`config.mk`:
```
export PLATFORM = sky130hd
export DESIGN_NAME = mmu_cp_regs
export DESIGN_NICKNAME = d
export VERILOG_FILES = /design/src/rtl/mmu_cp_pkg.sv /design/src/rtl/cp_decode.sv /design/src/rtl/cp_regbank.sv /design/src/rtl/cp_maint.sv /design/src/rtl/mmu_cp_regs.sv
export SDC_FILE = /design/constraint.sdc
export NUM_CORES = 1
export LEC_CHECK = 0
export ABC_AREA = 1
export BUFFER_PORTS_ARGS = -buffer_cell sky130_fd_sc_hd__buf_2
export CAP_MARGIN = 20
export CELL_PAD_IN_SITES_DETAIL_PLACEMENT = 1
export CELL_PAD_IN_SITES_GLOBAL_PLACEMENT = 2
export CORE_MARGIN = 2
export CORE_UTILIZATION = 25
export CTS_CLUSTER_DIAMETER = 100
export DETAILED_ROUTE_END_ITERATION = 16
export MAX_ROUTING_LAYER = met4
export PLACE_DENSITY_LB_ADDON = 0.1
export REMOVE_ABC_BUFFERS = 1
export SETUP_SLACK_MARGIN = 0.02
export SYNTH_ARGS = -nofsm -noshare
export SYNTH_HDL_FRONTEND = slang
export SYNTH_SLANG_ARGS = --single-unit
```
`constraint.sdc`:
```
create_clock -name clk -period 2.5 [get_ports clk]
set_clock_uncertainty 0.15 [all_clocks]
set_input_delay 0.5 -clock clk [delete_from_list [all_inputs] [get_ports clk]]
set_output_delay 0.5 -clock clk [all_outputs]
set_load 0.02 [all_outputs]
```
`src/rtl/mmu_cp_pkg.sv`:
```
package mmu_cp_pkg;

    localparam logic [3:0] RN_ID    = 4'd0;
    localparam logic [3:0] RN_CTRL  = 4'd1;
    localparam logic [3:0] RN_TTB   = 4'd2;
    localparam logic [3:0] RN_DOM   = 4'd3;
    localparam logic [3:0] RN_FSR   = 4'd5;
    localparam logic [3:0] RN_FAR   = 4'd6;
    localparam logic [3:0] RN_CACHE = 4'd7;
    localparam logic [3:0] RN_TLB   = 4'd8;

    typedef enum logic [3:0] {
        OP_NONE,
        OP_WR_CTRL,
        OP_WR_TTB,
        OP_WR_DOM,
        OP_WR_FSR,
        OP_WR_FAR,
        OP_INV_CACHE,
        OP_INV_TLB_ALL,
        OP_INV_TLB_ONE
    } cp_op_e;

    typedef enum logic [1:0] {
        ST_IDLE,
        ST_INV_CACHE,
        ST_INV_TLB_ALL,
        ST_INV_TLB_ONE
    } maint_st_e;

endpackage

```
`src/rtl/cp_decode.sv`:
```
module cp_decode
    import mmu_cp_pkg::*;
#(
    parameter int INSTR_W    = 32,
    parameter int REGNUM_LSB = 16,
    parameter int OPC_LSB    = 5
) (
    input  logic               mode_new,
    input  logic               acc_valid,
    input  logic               acc_write,
    input  logic [INSTR_W-1:0] instr,
    output cp_op_e             op,
    output logic               rd_en,
    output logic [3:0]         rd_sel
);

    localparam int OPC_W = 3;

    logic [3:0]       regn;
    logic [OPC_W-1:0] opc;

    assign regn   = instr[REGNUM_LSB +: 4];
    assign opc    = instr[OPC_LSB +: OPC_W];
    assign rd_en  = acc_valid && !acc_write;
    assign rd_sel = regn;

    always_comb begin
        op = OP_NONE;
        if (acc_valid && acc_write) begin
            case (regn)
                RN_CTRL: op = OP_WR_CTRL;
                RN_TTB:  op = OP_WR_TTB;
                RN_DOM:  op = OP_WR_DOM;
                RN_FSR:  op = mode_new ? OP_WR_FSR : OP_INV_TLB_ALL;
                RN_FAR:  op = mode_new ? OP_WR_FAR : OP_INV_TLB_ONE;
                RN_CACHE: begin
                    if (!mode_new || opc == '0) op = OP_INV_CACHE;
                end
                RN_TLB: begin
                    if (mode_new) begin
                        if (opc == 3'd0)      op = OP_INV_TLB_ALL;
                        else if (opc == 3'd1) op = OP_INV_TLB_ONE;
                    end
                end
                default: op = OP_NONE;
            endcase
        end
    end

endmodule

```
`src/rtl/cp_regbank.sv`:
```
module cp_regbank
    import mmu_cp_pkg::*;
#(
    parameter int DATA_W     = 32,
    parameter int CTRL_KEEP  = 16,
    parameter int CTRL_FORCE = 'h70,
    parameter int TTB_ALIGN  = 14,
    parameter int FSR_W      = 8
) (
    input  logic              clk,
    input  logic              rst_n,
    input  logic              mode_new,
    input  cp_op_e            op,
    input  logic              rd_en,
    input  logic [3:0]        rd_sel,
    input  logic [DATA_W-1:0] wdata,
    input  logic [DATA_W-1:0] cfg_id,
    output logic [DATA_W-1:0] rdata,
    output logic [DATA_W-1:0] ctrl_q,
    output logic [DATA_W-1:0] ttb_q,
    output logic [DATA_W-1:0] dom_q,
    output logic [DATA_W-1:0] fsr_q,
    output logic [DATA_W-1:0] far_q
);

    localparam logic [DATA_W-1:0] CTRL_MASK =
        {{(DATA_W-CTRL_KEEP){1'b0}}, {CTRL_KEEP{1'b1}}};
    localparam logic [DATA_W-1:0] CTRL_SET  = DATA_W'(CTRL_FORCE);
    localparam logic [DATA_W-1:0] TTB_MASK  =
        {{(DATA_W-TTB_ALIGN){1'b1}}, {TTB_ALIGN{1'b0}}};

    logic [FSR_W-1:0] fsr_r;

    always_ff @(posedge clk or negedge rst_n) begin
        if (!rst_n) begin
            ctrl_q <= CTRL_SET;
            ttb_q  <= '0;
            dom_q  <= '0;
            fsr_r  <= '0;
            far_q  <= '0;
        end else begin
            case (op)
                OP_WR_CTRL: ctrl_q <= (wdata | CTRL_SET) & CTRL_MASK;
                OP_WR_TTB:  ttb_q  <= wdata & TTB_MASK;
                OP_WR_DOM:  dom_q  <= wdata;
                OP_WR_FSR:  fsr_r  <= wdata[FSR_W-1:0];
                OP_WR_FAR:  far_q  <= wdata;
                default: ;
            endcase
        end
    end

    assign fsr_q = {{(DATA_W-FSR_W){1'b0}}, fsr_r};

    always_comb begin
        rdata = '0;
        if (rd_en) begin
            case (rd_sel)
                RN_ID:   rdata = cfg_id;
                RN_CTRL: rdata = ctrl_q;
                RN_TTB:  rdata = ttb_q;
                RN_DOM:  rdata = dom_q;
                RN_FSR:  rdata = mode_new ? fsr_q : '0;
                RN_FAR:  rdata = mode_new ? far_q : '0;
                default: rdata = '0;
            endcase
        end
    end


    ctrl_forced_chk: assert property (@(posedge clk) disable iff (!rst_n)
        ((ctrl_q & CTRL_SET) == CTRL_SET) && ((ctrl_q & ~CTRL_MASK) == '0));


    ttb_align_chk: assert property (@(posedge clk) disable iff (!rst_n)
        (ttb_q & ~TTB_MASK) == '0);


    old_fault_hold_chk: assert property (@(posedge clk) disable iff (!rst_n)
        !mode_new |=> ($stable(fsr_q) && $stable(far_q)));


    read_no_change_chk: assert property (@(posedge clk) disable iff (!rst_n)
        rd_en |=> ($stable(ctrl_q) && $stable(ttb_q) && $stable(dom_q)));

endmodule

```
`src/rtl/cp_maint.sv`:
```
module cp_maint
    import mmu_cp_pkg::*;
#(
    parameter int DATA_W = 32
) (
    input  logic              clk,
    input  logic              rst_n,
    input  cp_op_e            op,
    input  logic [DATA_W-1:0] wdata,
    output logic              cache_inv_all,
    output logic              tlb_inv_all,
    output logic              tlb_inv_entry,
    output logic [DATA_W-1:0] tlb_inv_addr
);

    maint_st_e state_q, state_d;

    always_comb begin
        unique case (op)
            OP_INV_CACHE:   state_d = ST_INV_CACHE;
            OP_INV_TLB_ALL: state_d = ST_INV_TLB_ALL;
            OP_INV_TLB_ONE: state_d = ST_INV_TLB_ONE;
            default:        state_d = ST_IDLE;
        endcase
    end

    always_ff @(posedge clk or negedge rst_n) begin
        if (!rst_n) begin
            state_q      <= ST_IDLE;
            tlb_inv_addr <= '0;
        end else begin
            state_q <= state_d;
            if (op == OP_INV_TLB_ONE) tlb_inv_addr <= wdata;
        end
    end

    always_comb begin
        cache_inv_all = 1'b0;
        tlb_inv_all   = 1'b0;
        tlb_inv_entry = 1'b0;
        unique case (state_q)
            ST_IDLE:        ;
            ST_INV_CACHE:   cache_inv_all = 1'b1;
            ST_INV_TLB_ALL: tlb_inv_all   = 1'b1;
            ST_INV_TLB_ONE: tlb_inv_entry = 1'b1;
            default:        ;
        endcase
    end


    pulse_onehot_chk: assert property (@(posedge clk) disable iff (!rst_n)
        $onehot0({cache_inv_all, tlb_inv_all, tlb_inv_entry}));


    pulse_cause_chk: assert property (@(posedge clk) disable iff (!rst_n)
        (cache_inv_all || tlb_inv_all || tlb_inv_entry) |-> $past(op != OP_NONE));


    entry_addr_chk: assert property (@(posedge clk) disable iff (!rst_n)
        tlb_inv_entry |-> (tlb_inv_addr == $past(wdata)));

endmodule

```
`src/rtl/mmu_cp_regs.sv`:
```
module mmu_cp_regs
    import mmu_cp_pkg::*;
#(
    parameter int DATA_W     = 32,
    parameter int REGNUM_LSB = 16,
    parameter int OPC_LSB    = 5,
    parameter int CTRL_KEEP  = 16,
    parameter int CTRL_FORCE = 'h70,
    parameter int TTB_ALIGN  = 14,
    parameter int FSR_W      = 8
) (
    input  logic              clk,
    input  logic              rst_n,
    input  logic              mode_new,
    input  logic              acc_valid,
    input  logic              acc_write,
    input  logic [DATA_W-1:0] instr,
    input  logic [DATA_W-1:0] wdata,
    input  logic [DATA_W-1:0] cfg_id,
    output logic [DATA_W-1:0] rdata,
    output logic [DATA_W-1:0] ctrl_q,
    output logic [DATA_W-1:0] ttb_q,
    output logic [DATA_W-1:0] dom_q,
    output logic [DATA_W-1:0] fsr_q,
    output logic [DATA_W-1:0] far_q,
    output logic              cache_inv_all,
    output logic              tlb_inv_all,
    output logic              tlb_inv_entry,
    output logic [DATA_W-1:0] tlb_inv_addr
);

    cp_op_e     op;
    logic       rd_en;
    logic [3:0] rd_sel;

    cp_decode #(
        .INSTR_W   (DATA_W),
        .REGNUM_LSB(REGNUM_LSB),
        .OPC_LSB   (OPC_LSB)
    ) u_dec (
        .mode_new (mode_new),
        .acc_valid(acc_valid),
        .acc_write(acc_write),
        .instr    (instr),
        .op       (op),
        .rd_en    (rd_en),
        .rd_sel   (rd_sel)
    );

    cp_regbank #(
        .DATA_W    (DATA_W),
        .CTRL_KEEP (CTRL_KEEP),
        .CTRL_FORCE(CTRL_FORCE),
        .TTB_ALIGN (TTB_ALIGN),
        .FSR_W     (FSR_W)
    ) u_bank (
        .clk     (clk),
        .rst_n   (rst_n),
        .mode_new(mode_new),
        .op      (op),
        .rd_en   (rd_en),
        .rd_sel  (rd_sel),
        .wdata   (wdata),
        .cfg_id  (cfg_id),
        .rdata   (rdata),
        .ctrl_q  (ctrl_q),
        .ttb_q   (ttb_q),
        .dom_q   (dom_q),
        .fsr_q   (fsr_q),
        .far_q   (far_q)
    );

    cp_maint #(
        .DATA_W(DATA_W)
    ) u_maint (
        .clk          (clk),
        .rst_n        (rst_n),
        .op           (op),
        .wdata        (wdata),
        .cache_inv_all(cache_inv_all),
        .tlb_inv_all  (tlb_inv_all),
        .tlb_inv_entry(tlb_inv_entry),
        .tlb_inv_addr (tlb_inv_addr)
    );


    read_no_pulse_chk: assert property (@(posedge clk) disable iff (!rst_n)
        (acc_valid && !acc_write) |=> !(cache_inv_all || tlb_inv_all || tlb_inv_entry));


    idle_rdata_zero_chk: assert property (@(posedge clk) disable iff (!rst_n)
        !acc_valid |-> (rdata == '0));

endmodule

```
After elaboration in Yosys (flattened, before gate mapping). Index checks and enable logic that the tools add are counted.

Multiplexer cells: 16. Equality and inequality tests: 19. Reduce and logical (&&, ||, !) cells: 7.

Operator list (number): case mux 32 bit (6 select lines) (1); 2-to-1 mux 32 bit (2); == test 4 x 3 -> 1 bit, second input constant (7); case mux 4 bit (7 select lines) (1); 2-to-1 mux 4 bit (5); == test 4 x 2 -> 1 bit, second input constant (4); == test 4 x 1 -> 1 bit, second input constant (2); == test 4 bit, second input constant (2); 2-to-1 mux 8 bit (1); case mux 2 bit (3 select lines) (1); == test 2 bit, second input constant (2); logical NOT 4 bit (1); == test 3 x 1 -> 1 bit, second input constant (1); logical NOT 3 bit (1); 2-to-1 mux 1 bit (3); 2-to-1 mux 3 bit (1); == test 2 x 1 -> 1 bit, second input constant (1); logical AND 1 bit (2); logical NOT 1 bit (2); 2-to-1 mux 2 bit (1); logical OR 1 bit (1).

Word-level logic and storage cells: 49. Register bits after elaboration: 137.

Logic depth before layout (Yosys ltp).
Word-level depth: 8. Gate-level depth with buffers: 14. Depth with buffers taken out: 12.

Cells and area by module. From an unflattened synthesis, not the netlist that was laid out.

Cell total of the unflattened synthesis: 955. Area, all modules: 7305.8 um^2.

Modules (own cells, without submodules): cp_regbank (times used 1, cells each 756, area an instance 5669.2 um^2); cp_maint (times used 1, cells each 154, area an instance 1413.9 um^2); cp_decode (times used 1, cells each 45, area an instance 222.7 um^2).

Least setup slack after synthesis. No wires, ideal clock.

Kind: input to output. From: input port instr[18]. To: output port rdata[14]. Data arrival time: 1.849 ns. Required time: 1.850 ns. Path slack: 0.001 ns. Path buffers: 2. Stages on the path: 7. Path through: nor2_1 > buf_2 > nand2_1 > inv_1 > clkbuf_1 > nand2_1 > a31oi_1.

Cells in the longest elaborated chain, start to end: 3. Elaborated cells on any way between the ends: 8. Classes of those cells: eq/ne (5); mux (2); reduce/logical (1).

Ends and longest elaborated chain: start, declared (RTL line mmu_cp_regs.sv:17) `input logic [DATA_W-1:0] instr,`; == test 4 x 3 -> 1 bit (tied with other cells) (RTL line cp_regbank.sv:58) `case (rd_sel)`; case mux 32 bit (6 select lines) * (RTL line cp_regbank.sv:58); 2-to-1 mux 32 bit * (RTL line cp_regbank.sv:57) `if (rd_en) begin`; end, declared (RTL line mmu_cp_regs.sv:20) `output logic [DATA_W-1:0] rdata,`.

Every way passes the cells marked *; elsewhere a longest branch is shown, timed or not.

Worst setup path in the final report.
From: input port instr[17]. To: output port rdata[2].

Same word-level chain as after synthesis.

==> results.md <==
* Switching power total at approximately 2600 uW
* Core ar. at roughly 29000 um^2
* First-pass GRT wire length at 46100 um
* TritonCTS buffer count at 17
* Hold Path Class: primary input to flop
* Drt pass-1 iters at 4
* Die outline height at ~170 um
* Share of cells above drive strength 1 at 29.9%
* Synth warnings at 0
* Post-route ant nets at 0
* Top-count cell post-synth: nand2_1
* RSZ-0062 raised after global routing: yes
* Fill count at ~3600
* Internal power at slightly below 5000 uW
* Clock Latency Late Sink at approximately 0.41 ns
* Combinational group share of total power at between 20% and 30%
* Maxcap violations at 0
* Setup CP Type: primary input to output port
* Routed vias at between 7000 and 8000
* Total die area at 30200 um^2
* Worst Slack Setup Final at 0.113 ns
* Pleak at about 0.0053 uW
* Crit Path Max Fanout at 7
* Post-Syn Area at 7220 um^2
* Unique cell type count in the Yosys netlist at 27
* Initial antenna violation count at 1
* Power Dens Cells at 765 nW/um^2
* Die width at 174 um
* #FFs+latches synth at roughly 140
* Wire length per cell at 18.9 um
* List of most frequent post-synthesis cells: 382 x nand2_1, 137 x dfrtp_1, 123 x nand3_1
* Total grt overflow at 0
* H-tree Lvls at 4
* Synthesized instance count at a little over 900
* Clk pin slew, worst setup/hold paths at ~0.070 ns
* Drt total wl at 29900 um
* Max VDD drop at ~0.38 mV
* Vias in the first global route at ~7500
* Rows at 62
* FFs w/ async S/R, synth at 100%
* Worst EP required at approximately 1.9 ns
* TritonCTS clock tree: done
* Dpl ws at -0.0345 ns
* Non-filler cells, final at 1585
* Critical R2R Launch: u_bank.ctrl_q[3]$_DFFE_PN0N_
* Final instance area at between 9000 and 10000 um^2
* WP data arrival at 1.74 ns
* DRC Markers at 0
* Switching share of power at between 30% and 40%
* Top cells by area, synth: dfrtp_1 48%, nand2_1 20%, nand3_1 8.5%
* Clk pwr share at ~37%
* RD Place Congestion at 0.746
* Max Clock Freq at roughly 420 MHz
* Area leader, netlist: dfrtp_1
* Post-detail-place hpwl at roughly 22000 um
* Reg power frac at about 40%
* Inst Count DP at approximately 1600
* Layout area overhead at 34.6%
* Tot GR Track Use at between 20 and 25%
* Worst Setup SP: instr[17]
* Hold path start: wdata[10]
* Outcome: finished, final reports clean
* Period utilization at roughly 95%
* Top-Level Pins at 328
* Pin count of the biggest net entering global routing at 45
* CTS sink cnt at 137
* Worst setup SP type: primary input
* Setup-failing EPs final at 0
* Vias/cell at about 4.5
* Setup_tns at 0 ns
* Post-synth EDFFs at 0
* Final hold vios at 0
* Clk root buf: clkbuf_16
* Seq/Total Area, Yosys at a little under half
* Synth top area share at a little under half
* Worst R2R Setup Slack at between 1.5 and 2 ns
* Initial DRC Count at between 200 and 300
* Commonest register cell after synthesis: dfrtp_1
* Starting Density at approximately a quarter
* Syn_area_per_cell at about 7.8 um^2
* Fin. max-slew vios at 0
* Worst Setup End Kind: output port
* Clk buf depth at 2
* WHS at 0.172 ns
* Min cycle time layout at around 2.4 ns
* I/O Buffers at about 250
* Nets at between 1000 and 1500
* Placed cell areas at around 9100 um^2
-- routing by layer --
layer  vias to the layer above  share of wire (%)  GRT usage (%)
li1                       3441                  -              -
met1                      3538                 47           27.2
met2                       189                 48           33.5
met3                        12                4.2           3.32
met4                         0               0.46           3.43
met5                         -                  0              -
-- registers in the layout (all words and copies together), names as in the netlist --
signal                count
u_bank.dom_q             32
u_bank.far_q             32
u_maint.tlb_inv_addr     32
u_bank.ttb_q             18
u_bank.ctrl_q            13
u_bank.fsr_r              8
u_maint.state_q           2
-- power by group through the flow --
stage	logic [uW]	registers (uW)	clock network, uW
after floorplan	520	3350	0
after global routing	1940	3000	2900
after global placement	1760	2980	0
after CTS	1790	2950	2810
final	1770	2940	2730
after detailed placement	1790	2980	0
-- stage by stage --
stage                     total power (uW)  util, %
after floorplan                       3870        -
after global placement                4740     31.7
after detailed placement              4770     31.7
after CTS                             7550     34.0
after global routing                  7840     34.0
final                                 7430     34.0
-- final cells by class --
type / count / area (um^2) / area share, %
Multi-Input combinational cell: 691 / 3170 / 32.7
Sequential cell: 137 / 3430 / 35.3
Clock inverter: 13 / 190 / 1.96
Timing Repair Buffer: 301 / 1860 / 19.2
Inverter: 39 / 146 / 1.51
Clock buffer: 19 / 433 / 4.46
Tap cell: 384 / 480 / 4.95
Antenna cell: 1 / 2.50 / 0.0258
-- repair_timing --
item                       4_1_cts  5_1_grt
hold buffers                     1        0
setup endpoints to repair       12       14
resized for setup                1        5
hold endpoints to repair        40        0
pin swaps                        0        1
setup buffers                    0        1
-- cells in the final DEF, fill, tap and decap left out, types with 2 or more instances in the layout --
cell type,synthesis,final
clkinvlp_4,0,4
buf_2,17,242
bufinv_16,0,4
buf_12,0,16
o21bai_1,13,13
nand4_1,37,37
a21oi_1,7,7
inv_6,0,4
nand2_1,382,381
dfrtp_1,137,137
buf_4,63,40
nand3_1,123,123
nand2_2,8,9
nor2_4,1,5
clkbuf_16,0,17
o22ai_1,3,3
a31oi_1,3,3
inv_2,4,8
nand3_2,2,2
nor2_1,13,12
conb_1,2,57
a41oi_1,25,25
inv_1,35,31
nor2_2,5,2
clkbuf_1,32,2
a211oi_1,4,4
o21ai_0,5,5
-- cell families after synthesis --
logic type	after synthesis	share of synthesized area (%)
other cells	2	0.104
buf+inv	157	11.8
flops	137	47.5
compound gates	61	6.28
simple gates	573	34.3
-- path summary, 6_finish.rpt --
check                                                        to  cells past startpoint
max reg2reg                        u_bank.ctrl_q[3]$_DFFE_PN0N_                      3
min reg2reg                u_maint.tlb_inv_addr[13]$_DFFE_PN0N_                      2
min in group asynchronous   u_maint.tlb_inv_addr[0]$_DFFE_PN0N_                      2
max in group asynchronous           u_bank.dom_q[8]$_DFFE_PN0N_                      3
max                                                    rdata[2]                      8
min                                u_bank.far_q[10]$_DFFE_PN0N_                      3
-- critical path, cell delays in order --
cell	delay, ns
buf_2	0.15
inv_2	0.06
nor2_4	0.16
nand3_2	0.21
o21ai_0	0.31
a211oi_1	0.08
nor2_1	0.09
buf_2	0.17
No activity file was read; power rests on OpenSTA's default activity.
